$ cat src/rtl/burst_seq_pkg.sv
// Package: shared types and widths for the burst address sequencer.
// Assumes a four-beat burst, so the beat index is two bits wide.
package burst_seq_pkg;
    localparam int BEAT_W = 2;

    // Encoding of the order select input
    typedef enum logic {
        ORD_LINEAR     = 1'b0,
        ORD_INTERLEAVE = 1'b1
    } burst_order_e;
endpackage

$ cat src/rtl/burst_beat_ctr.sv
// Module: counts the beats of a burst since the last load.
// Assumes clear has priority over step; the count wraps modulo 2**W.
module burst_beat_ctr #(
    parameter int W = 2
) (
    input  logic         clk,
    input  logic         rst_n,
    input  logic         clear,
    input  logic         step,
    output logic [W-1:0] beat
);
    // Beat index register: restart on clear, increment on step
    always_ff @(posedge clk) begin
        if (!rst_n)      beat <= '0;
        else if (clear)  beat <= '0;
        else if (step)   beat <= beat + 1'b1;
    end

    // the last beat wraps to index zero
    a_r7_beat_wrap: assert property (@(posedge clk) disable iff (!rst_n)
        (!clear && step && beat == {W{1'b1}}) |=> (beat == '0));

    // a clear in the same cycle as a step still yields index zero
    a_r3_clear_wins: assert property (@(posedge clk) disable iff (!rst_n)
        (clear && step) |=> (beat == '0));
endmodule

$ cat src/rtl/burst_order_map.sv
// Module: maps start value and beat index to the low address bits.
// Assumes the order select is static during a burst; purely combinational.
module burst_order_map
    import burst_seq_pkg::*;
#(
    parameter int W = 2
) (
    input  logic [W-1:0]  start,
    input  logic [W-1:0]  beat,
    input  burst_order_e  order,
    output logic [W-1:0]  low
);
    // Order select: XOR offset for interleaved, modular sum for linear
    always_comb begin
        case (order)
            ORD_INTERLEAVE: low = start ^ beat;
            default:        low = start + beat;
        endcase
    end
endmodule

$ cat src/rtl/burst_addr_seq.sv
// Module: top of the burst address sequencer.
// Captures a full address on load, holds its upper part and steps the
// low two bits through an interleaved or linear four-beat order.
// Assumes seq_mode is static while a burst is in flight.
module burst_addr_seq
    import burst_seq_pkg::*;
#(
    parameter int ADDR_W = 17
) (
    input  logic              clk,
    input  logic              rst_n,
    input  logic              load,
    input  logic              adv_n,
    input  logic              seq_mode,
    input  logic [ADDR_W-1:0] addr_in,
    output logic [ADDR_W-1:0] addr_out
);
    localparam int HI_W = ADDR_W - BEAT_W;

    logic [HI_W-1:0]   base_hi;
    logic [BEAT_W-1:0] start_lo;
    logic [BEAT_W-1:0] beat_idx;
    logic [BEAT_W-1:0] low_bits;
    logic              step;
    burst_order_e      order_sel;

    assign step      = !adv_n && !load;
    assign order_sel = burst_order_e'(seq_mode);

    // Address capture: upper bits and start value, loaded together
    always_ff @(posedge clk) begin
        if (!rst_n) begin
            base_hi  <= '0;
            start_lo <= '0;
        end else if (load) begin
            base_hi  <= addr_in[ADDR_W-1:BEAT_W];
            start_lo <= addr_in[BEAT_W-1:0];
        end
    end

    burst_beat_ctr #(.W(BEAT_W)) u_ctr (
        .clk   (clk),
        .rst_n (rst_n),
        .clear (load),
        .step  (step),
        .beat  (beat_idx)
    );

    burst_order_map #(.W(BEAT_W)) u_map (
        .start (start_lo),
        .beat  (beat_idx),
        .order (order_sel),
        .low   (low_bits)
    );

    assign addr_out = {base_hi, low_bits};

    // a load presents the sampled address on the next cycle
    a_r2_load_capture: assert property (@(posedge clk) disable iff (!rst_n)
        load |=> (addr_out == $past(addr_in)));

    // no load and no advance keeps the address (order held static)
    a_r4_hold: assert property (@(posedge clk) disable iff (!rst_n)
        (!load && adv_n) |=> ((addr_out == $past(addr_out)) || (seq_mode != $past(seq_mode))));

    // a linear advance adds one to the low bits
    a_r6_linear_step: assert property (@(posedge clk) disable iff (!rst_n)
        (!load && !adv_n && !seq_mode) |=> (seq_mode || (addr_out[1:0] == $past(addr_out[1:0]) + 2'd1)));

    // an interleaved advance always toggles bit 0
    a_r5_inter_step: assert property (@(posedge clk) disable iff (!rst_n)
        (!load && !adv_n && seq_mode) |=> (!seq_mode || (addr_out[0] != $past(addr_out[0]))));

    // without a load the upper bits stay put
    a_r8_upper_hold: assert property (@(posedge clk) disable iff (!rst_n)
        !load |=> $stable(addr_out[ADDR_W-1:BEAT_W]));
endmodule

$ cat config.mk
export PLATFORM = sky130hd
export DESIGN_NAME = burst_addr_seq
export DESIGN_NICKNAME = d
export VERILOG_FILES = /design/src/rtl/burst_seq_pkg.sv /design/src/rtl/burst_beat_ctr.sv /design/src/rtl/burst_order_map.sv /design/src/rtl/burst_addr_seq.sv
export SDC_FILE = /design/constraint.sdc
export NUM_CORES = 1
export LEC_CHECK = 0
export BUFFER_PORTS_ARGS = -buffer_cell sky130_fd_sc_hd__buf_2
export CORE_AREA = 3 3 60 62
export CTS_BUF_LIST = sky130_fd_sc_hd__clkbuf_4
export CTS_CLUSTER_DIAMETER = 30
export CTS_CLUSTER_SIZE = 16
export DETAILED_ROUTE_END_ITERATION = 8
export DIE_AREA = 0 0 63 65
export PLACE_DENSITY_LB_ADDON = 0.08
export SYNTH_ARGS = -nofsm -noshare
export SYNTH_HDL_FRONTEND = slang
export SYNTH_HIERARCHICAL = 1
export SYNTH_SLANG_ARGS = --single-unit
$ cat constraint.sdc
create_clock -name clk -period 0.8 [get_ports clk]
set_input_delay 0.04 -clock clk [delete_from_list [all_inputs] [get_ports clk]]
set_output_delay 0.04 -clock clk [all_outputs]
set_load 0.02 [all_outputs]
==> qor.txt, run 1 <==
status: finished with violations
failing checks: setup timing
fill count: 316
Syn Nets: 90
DR vias: 643
initial antenna violation count: 0
CTS Sinks: 19
DRC Markers: 0
Pwr per Cell Area: 1490 nW/um^2
dpl hpwl: 1302 um
Max IR drop VDD: 1.081 mV
Yosys cell types: 13
maxcap violations: 0
CP endpoint kind: output pin
hold depth: 3
Hold EP: base_hi[14]$_SDFFE_PN0P_
total wire length: 1813 um
RePlAce Congestion: 0.6107
WP data required: 760 ps
hold wc startpoint: addr_in[16]
# placed instances: 152
synthesis-stage register bit count: 19
Min Clock Period, post-route: 1255 ps
pin count of the biggest net entering global routing: 13
number of diodes: 0
ANT nets after route: 0
DR iter-0 viols: 6
GRT overflow: 0
post-synthesis sequential area ratio: 48.95%
leakage power: 0.6110 nW
Synth Area per Inst: 11.60 um^2
final hold violation count: 0
Design Power: 2.021 mW
PnR worst setup slack: -454.6 ps
Die Width: 63 um
DR vias/cell: 3.945
number of setup buffers added after CTS: 0
Final Non-Filler Cells: 163
Core Rows: 20
Crit Path Category: reg2out
die area: 4095 um^2
clock tree buffer depth: 2
Clk Latency, worst-skew pair: 290 ps
Cell Area, Synth: 777.0 um^2
starting density of the core: 25.24%
Syn Inst Count: 67
Yosys Warn Count: 6
R2R Path End: u_ctr/beat[1]$_SDFFE_PP0P_
worst reg2reg path depth: 3
RSZ-0062 raised after global routing: true
critical path launch point type: flip-flop
vias in the first global route: 672
worst slew pin tran: 286.9 ps
Total Nets Final: 143
Port Buffers: 38
Worst-path clk slew: 100 ps
CTS H-tree lvls: 1
Fmax: 0.7971 GHz
FF-to-FF Start: u_ctr/beat[0]$_SDFFE_PP0P_
global-route wire length before repair: 3174 um
Setup Skew: 0.07022 ps
CTS buffer count: 3
Hold Path Class: in2reg
first-pass iteration count of the detailed router: 2
endpoints failing setup: 4
Slew HR: 80.81%
Worst Path Arrival: 1210 ps
worst-path fanout max: 2
Die Height: 65 um
root buffer cell: clkbuf_4
Tcrit/Tclk final: 156.8%
CTS tree: built
internal reg-to-reg setup slack: -30 ps
Synth-to-Final Area Change: 74.56%
WL/cell: 11.12 um
I/O Pins: 39
share of cells above drive strength 1: 60.50%
Pins Over Slew Limit: 0
Total GRT Usage: 9.996%
core area: 3078 um^2
-- power breakdown --
| part | switching [mW] | internal, mW |
|---|---|---|
| combinational | 0.190 | 0.274 |
| sequential | 0.0378 | 1.01 |
| clock | 0.282 | 0.228 |
| total | 0.510 | 1.51 |
-- kinds of logic (layout without fill, tap and decap cells) --
| group | Yosys count | in the layout | share of synthesized area, % |
|---|---|---|---|
| compound gates | 2 | 2 | 2.416 |
| xor+xnor | 3 | 3 | 3.382 |
| fa+ha+maj | 1 | 1 | 1.610 |
| buf+inv | 3 | 55 | 4.508 |
| flops | 19 | 19 | 48.95 |
| mux | 17 | 17 | 21.90 |
| simple gates | 22 | 22 | 17.23 |
-- worst max-delay path, stage by stage (launching register included) --
cell,delay (ps)
dfxtp_2,370
ha_4,130
nor2b_4,180
xnor2_4,130
buf_6,130
-- sequential cells by signal, summed over array words and instances (netlist names) --
register	flops
base_hi	15
u_ctr/beat	2
start_lo	2
-- through the flow --
step / utilization (%) / hold WS, ps / setup TNS (ps) / worst slack (ps) / instance area, um^2
after global placement: 35.98 / 296.3 / -214.9 / -178.1 / 1107
after global routing: 44.07 / 7.756 / -1516 / -504.3 / 1356
after detailed placement: 35.98 / 307.6 / -236.2 / -196.7 / 1107
after CTS: 43.50 / 1.995 / -836.3 / -458.2 / 1339
final: 44.07 / 6.614 / -722.9 / -454.6 / 1356
after floorplan: - / 168.2 / -61.63 / -61.63 / 814.5
-- cells in the mapped netlist --
| cell type | number | area [um^2] |
|---|---|---|
| a21bo_1 | 1 | 10.01 |
| a21oi_2 | 1 | 8.760 |
| buf_12 | 1 | 20.02 |
| buf_6 | 1 | 11.26 |
| clkbuf_1 | 1 | 3.750 |
| dfxtp_1 | 19 | 380.4 |
| ha_1 | 1 | 12.51 |
| mux2i_1 | 17 | 170.2 |
| nand2b_1 | 1 | 6.260 |
| nand3b_1 | 1 | 7.510 |
| nor2_1 | 2 | 7.510 |
| nor2b_1 | 18 | 112.6 |
| xnor2_1 | 3 | 26.28 |
-- cells in the final DEF (no fill, tap or decap), types with 2 or more instances in the layout --
| cell | n |
|---|---|
| buf_12 | 3 |
| buf_2 | 21 |
| buf_4 | 2 |
| buf_6 | 18 |
| clkbuf_4 | 4 |
| dfxtp_2 | 18 |
| dlygate4sd3_1 | 7 |
| mux2i_1 | 17 |
| nor2_1 | 2 |
| nor2b_1 | 17 |
| xnor2_2 | 2 |
-- routing by layer --
metal	track usage [%]	vias to the layer above	routed length [um]
li1	-	324	-
met1	11.91	296	800
met2	16.07	21	873
met3	4.853	2	120
met4	2.479	0	18
met5	0	-	0
-- final cells by class --
| cell class | count | area (um^2) | share of cell area, % |
|---|---|---|---|
| Timing Repair Buffer | 51 | 452.9 | 33.39 |
| Multi-Input combinational cell | 45 | 415.4 | 30.63 |
| Sequential cell | 19 | 402.9 | 29.70 |
| Tap cell | 44 | 55.05 | 4.059 |
| Clock buffer | 4 | 30.03 | 2.214 |
-- worst max path at each step --
stage                                          start           to  slack [ps]
after global placement      start_lo[0]$_SDFFE_PN0P_  addr_out[1]        -180
after detailed placement    start_lo[0]$_SDFFE_PN0P_  addr_out[1]        -200
final                     u_ctr/beat[0]$_SDFFE_PP0P_  addr_out[1]        -450
after floorplan           u_ctr/beat[0]$_SDFFE_PP0P_  addr_out[1]         -60
after CTS                   start_lo[0]$_SDFFE_PN0P_  addr_out[1]        -460
after global routing      u_ctr/beat[0]$_SDFFE_PP0P_  addr_out[1]        -500
-- repair_timing --
action                                  in CTS  in global routing
hold buffers                                 6                  1
hold endpoints to repair                     6                  1
gates resized for setup                     53                  1
pin swaps                                    2                  2
endpoints found under the setup margin      18                 19
(Power assumes the default switching activity.)
==> run 2, diff against run 1 <==
- REMOVE_ABC_BUFFERS: default -> 1
==> run 2 against run 1 <==
The flow still finishes with violations (setup timing). Global-route usage shrank 0.75 points. Clock skew barely moved. Sequential share of layout area is 0.22 points higher. Cell count is 1.8% higher. Non-clock buffer count rose by 3. Clock-buffer cell count unchanged. Core utilization decreased by 0.33 points. Via count is 0.47% higher. Critical path type unchanged. Highest routed layer unchanged.
==> qor.txt, run 2 (same netlist as run 1, synthesis figures left out) <==
max reg flops: 15 (unchanged)
critical path launch point type: flip-flop
DR vias: 646 (+0.47%)
WL/cell: 10.25 um (-7.8%)
Min Clock Period, post-route: 1211 ps (-43.93 ps)
Fmax: 0.8260 GHz (+3.6%)
Setup Skew: 0.03028 ps (-0.03994 ps)
vias in the first global route: 708 (+5.4%)
PnR worst setup slack: -410.7 ps (+43.93 ps)
RePlAce Congestion: 0.6474 (+6.0%)
CTS buffer count: 3 (unchanged)
CP endpoint kind: output pin
DR vias/cell: 3.892 (-1.3%)
Worst-path clk slew: 100 ps (about the same)
dpl hpwl: 1211 um (-7.0%)
DP Area: 1045 um^2 (-5.6%)
share of cells above drive strength 1: 59.02% (-1.5 points)
Synth-to-Final Area Change: 73.27%
DR iter-0 viols: 9 (+3)
starting density of the core: 25.24% (unchanged)
initial antenna violation count: 0 (unchanged)
Max IR drop VDD: 0.7190 mV (-33%)
die area: 4095 um^2 (unchanged)
Crit Path Category: reg2out
final hold violation count: 0 (unchanged)
global-route wire length before repair: 2967 um (-6.5%)
endpoints failing setup: 3 (-1)
Pins Over Slew Limit: 0 (unchanged)
Die Height: 65 um (unchanged)
clock tree buffer depth: 2 (unchanged)
most frequent cells in the layout: buf_2, dfxtp_2, mux2i_1, nor2b_1, buf_6
worst slew pin tran: 287.8 ps (+0.8924 ps)
Core Util, Final: 43.74% (-0.33 points)
pin count of the biggest net entering global routing: 19 (+6)
Slew HR: 80.75% (about the same)
Final Non-Filler Cells: 166 (+1.8%)
GRT overflow: 0 (unchanged)
fill count: 307 (-2.8%)
DRC Markers: 0 (unchanged)
status: finished with violations
failing checks: setup timing
Die Width: 63 um (unchanged)
Total GRT Usage: 9.242% (-0.75 points)
DP Worst Slack: -163.5 ps (+33.19 ps)
number of setup buffers added after CTS: 0 (unchanged)
maxcap violations: 0 (unchanged)
most common cell after layout, fill and taps aside: buf_2
ANT nets after route: 0 (unchanged)
Tcrit/Tclk final: 151.3% (-5.5 points)
Reg with most FFs: base_hi
Worst Path Arrival: 1170 ps (-40 ps)
top flop regs: base_hi (15), start_lo (2), u_ctr/beat (2)
# placed instances: 152 (unchanged)
worst-path fanout max: 2 (unchanged)
Core Rows: 20 (unchanged)
Hold Path Class: in2reg
Port Buffers: 38 (unchanged)
leakage power: 0.6113 nW (about the same)
root buffer cell: clkbuf_4
RSZ-0062 raised after global routing: true
first-pass iteration count of the detailed router: 2 (unchanged)
core area: 3078 um^2 (unchanged)
Total Nets Final: 146 (+2.1%)
design area: 1346 um^2 (-0.74%)
Clk Latency, worst-skew pair: 290 ps (about the same)
number of diodes: 0 (unchanged)
CTS H-tree lvls: 1 (unchanged)
Pwr per Cell Area: 1491 nW/um^2 (about the same)
CTS Sinks: 19 (unchanged)
total wire length: 1702 um (-6.1%)
I/O Pins: 39 (unchanged)
CTS tree: built
WP data required: 760 ps (about the same)
==> run 2: through the flow <==
| stage | total power, mW | hold WS [ps] | TNS (ps) |
|---|---|---|---|
| 6_report | 2.007 | 6.455 | -667.6 |
| 5_1_grt | 2.146 | 7.963 | -1427 |
| 4_1_cts | 2.047 | 0.4635 | -901.4 |
| 3_5_place_dp | 1.391 | 306.6 | -163.5 |
| 3_3_place_gp | 1.387 | 295.5 | -128.1 |
| 2_1_floorplan | 1.217 | 168.2 | -249.0 |
==> run 2: where the power goes <==
part           internal [mW]  switching (mW)
Clock                  0.227           0.279
Sequential              1.01          0.0386
Combinational          0.269           0.183
Total                   1.51           0.501
==> run 2: cell type report <==
class	instances	area (um^2)	area share (%)
multi-input combinational	45	404.1	30.02
timing repair buffer	54	454.2	33.74
sequential	19	402.9	29.93
clock buffer	4	30.03	2.230
tap	44	55.05	4.089
==> run 2: worst paths after layout <==
check / start / end / slack [ps] / cells after the start
setup / recovery: start_lo[0]$_SDFFE_PN0P_ / addr_out[1] / -410 / 4
hold / removal: addr_in[6] / base_hi[4]$_SDFFE_PN0P_ / 6 / 3
setup reg to reg: u_ctr/beat[0]$_SDFFE_PP0P_ / u_ctr/beat[1]$_SDFFE_PP0P_ / -20 / 3
hold reg to reg: base_hi[5]$_SDFFE_PN0P_ / base_hi[5]$_SDFFE_PN0P_ / 530 / 2
==> run 2: per-layer routing <==
metal / part of all wire [%] / global-route usage (%)
met5: 0 / 0
met4: 1.1 / 4.959
met3: 4.0 / 1.560
met2: 53 / 16.47
met1: 42 / 10.48
==> run 2: repair_timing <==
action,CTS,global route
hold buffers,10,0
endpoints found under the hold margin,10,0
gates resized for setup,54,5
pin swaps,3,1
setup endpoints to repair,18,20
==> run 2: critical path: stages, from the launching register on <==
cell and delay, ps:
dfxtp_2 350, ha_4 150, nor2b_4 120, xnor2_2 110
buf_4 160
==> run 3, diff against run 2 <==
- CAP_MARGIN: default -> 10
- SLEW_MARGIN: default -> 20
- clock period: 0.8 -> 1.5 ns (I/O delays scaled with it)
==> run 3 against run 2 <==
The run now ends clean. Clock skew about the same. Critical path type unchanged. Combinational power decreased by 63%. Worst setup slack improved by 550 ps. Via count decreased by 11%. First-iteration DRC count decreased by 44%. Largest power group unchanged. Cell area decreased by 24%.
==> qor.txt, run 3 (same netlist as run 1, synthesis figures left out) <==
Crit Path Category: reg2out
DR iter-0 viols: 5 (-4)
design area: 1022 um^2 (-24%)
pin count of the biggest net entering global routing: 19 (unchanged)
Final Non-Filler Cells: 151 (-9.0%)
CTS Sinks: 19 (unchanged)
RSZ-0062 raised after global routing: false
worst hold margin: 35.79 ps (+29.33 ps)
clock tree buffer depth: 2 (unchanged)
global-route wire length before repair: 2622 um (-12%)
PnR worst setup slack: 136.2 ps (+546.8 ps)
critical path's top delay family: flip-flops
worst slew pin tran: 275.5 ps (-12.24 ps)
CTS H-tree lvls: 1 (unchanged)
Worst Path Arrival: 1290 ps (+120 ps)
Synth-to-Final Area Change: 31.56%
CTS tree: built
DRC Markers: 0 (unchanged)
CP Buf/Inv Count: 1 (unchanged)
number of setup buffers added after CTS: 0 (unchanged)
# placed instances: 147 (-3.3%)
most common cell after layout, fill and taps aside: buf_2
endpoints failing setup: 0 (-3)
Tcrit/Tclk final: 90.92%
top flop regs: base_hi (15), start_lo (2), u_ctr/beat (2)
Port Buffers: 38 (unchanged)
DR vias/cell: 3.795 (-2.5%)
CP endpoint kind: output pin
Total Negative Setup Slacks: 0 ps (+667.6 ps)
leakage power: 0.5045 nW (-17%)
Total Nets Final: 131 (-10%)
starting density of the core: 25.24% (unchanged)
Total GRT Usage: 8.312% (-0.93 points)
Pins Over Slew Limit: 0 (unchanged)
Die Width: 63 um (unchanged)
Max IR drop VDD: 0.3900 mV (-46%)
Reg with most FFs: base_hi
most frequent cells in the layout: buf_2, dfxtp_1, nor2b_1
Pwr per Cell Area: 939.5 nW/um^2 (-37%)
die area: 4095 um^2 (unchanged)
status: finished clean
RePlAce Congestion: 0.6197 (-4.3%)
DR vias: 573 (-11%)
post-cts sizing count: 0 (-100%)
Worst-path clk slew: 110 ps (about the same)
number of diodes: 0 (unchanged)
WP data required: 1420 ps (+660 ps)
share of cells above drive strength 1: 41.12% (-18 points)
I/O Pins: 39 (unchanged)
Worst path max stage delay: 410 ps (+60 ps)
GRT overflow: 0 (unchanged)
total wire length: 1544 um (-9.3%)
Setup Skew: 0.06756 ps (+0.03728 ps)
Fmax: 0.7332 GHz
dpl hpwl: 1153 um (-4.8%)
Slew HR: 81.63% (+0.89 points)
DP Worst Slack: 443.2 ps (+606.7 ps)
Core Rows: 20 (unchanged)
crit path cell chain: ha_1 > nor2b_1 > xnor2_1 > buf_2
cts hold-fix bufs: 0 (-10)
critical path launch point type: flip-flop
worst-path fanout max: 4 (+2)
WL/cell: 10.23 um (-0.27%)
DP Area: 994.7 um^2 (-4.8%)
initial antenna violation count: 0 (unchanged)
vias in the first global route: 574 (-19%)
Min Clock Period, post-route: 1364 ps
maxcap violations: 0 (unchanged)
Hold Path Class: in2reg
max reg flops: 15 (unchanged)
core area: 3078 um^2 (unchanged)
slowest cell on the critical path: dfxtp_1
final hold violation count: 0 (unchanged)
fill count: 326 (+6.2%)
root buffer cell: clkbuf_4
ANT nets after route: 0 (unchanged)
Clk Latency, worst-skew pair: 290 ps (about the same)
first-pass iteration count of the detailed router: 2 (unchanged)
CTS buffer count: 3 (unchanged)
Die Height: 65 um (unchanged)
## run 3: changes by cell type in the layout (fill, tap and decap cells not counted), moves of 3 or more
| cell | delta |
|---|---|
| buf_2 | +17 |
| dfxtp_1 | +18 |
| dfxtp_2 | -18 |
| dlygate4sd3_1 | -10 |
| xnor2_2 | -3 |
| xnor2_1 | +3 |
| buf_6 | -17 |
| buf_4 | -4 |
## run 3: worst paths after layout
kind / cells past startpoint / slack [ps] / end / startpoint
worst min-delay path: 3 / 40 / base_hi[8]$_SDFFE_PN0P_ / addr_in[10]
worst max register to register: 2 / 750 / u_ctr/beat[1]$_SDFFE_PP0P_ / u_ctr/beat[1]$_SDFFE_PP0P_
worst min register to register: 2 / 520 / base_hi[5]$_SDFFE_PN0P_ / base_hi[5]$_SDFFE_PN0P_
worst max-delay path: 4 / 140 / addr_out[1] / u_ctr/beat[0]$_SDFFE_PP0P_
## run 3: report_power, final
group	switching [mW]	internal (mW)
combinational	0.0889	0.0781
sequential	0.0135	0.533
clock	0.148	0.0989
total	0.251	0.710
## run 3: final cells by class
type / count / area, um^2 / share of cell area (%)
clock buffer: 3 / 22.52 / 2.203
sequential: 19 / 380.4 / 37.21
timing repair buffer: 39 / 197.7 / 19.34
tap: 44 / 55.05 / 5.386
clock inverter: 1 / 5.005 / 0.4896
multi-input combinational: 45 / 361.6 / 35.37
## run 3: worst min-delay path, stage by stage
cell and delay, ps:
buf_2 70, mux2i_1 50, nor2b_1 90
## run 3: routing by layer
layer / vias up / track usage (%) / routed length [um]
met2: 15 / 14.62 / 793
li1: 301 / - / -
met1: 255 / 8.966 / 636
met4: 0 / 4.959 / 18
met3: 2 / 2.080 / 96
met5: - / 0 / 0
## run 3: per-stage QoR
step	power, mW	util [%]
2_1_floorplan	0.6492	-
3_3_place_gp	0.7258	32.32
3_5_place_dp	0.7282	32.32
4_1_cts	0.9880	33.21
5_1_grt	1.033	33.21
6_report	0.9604	33.21
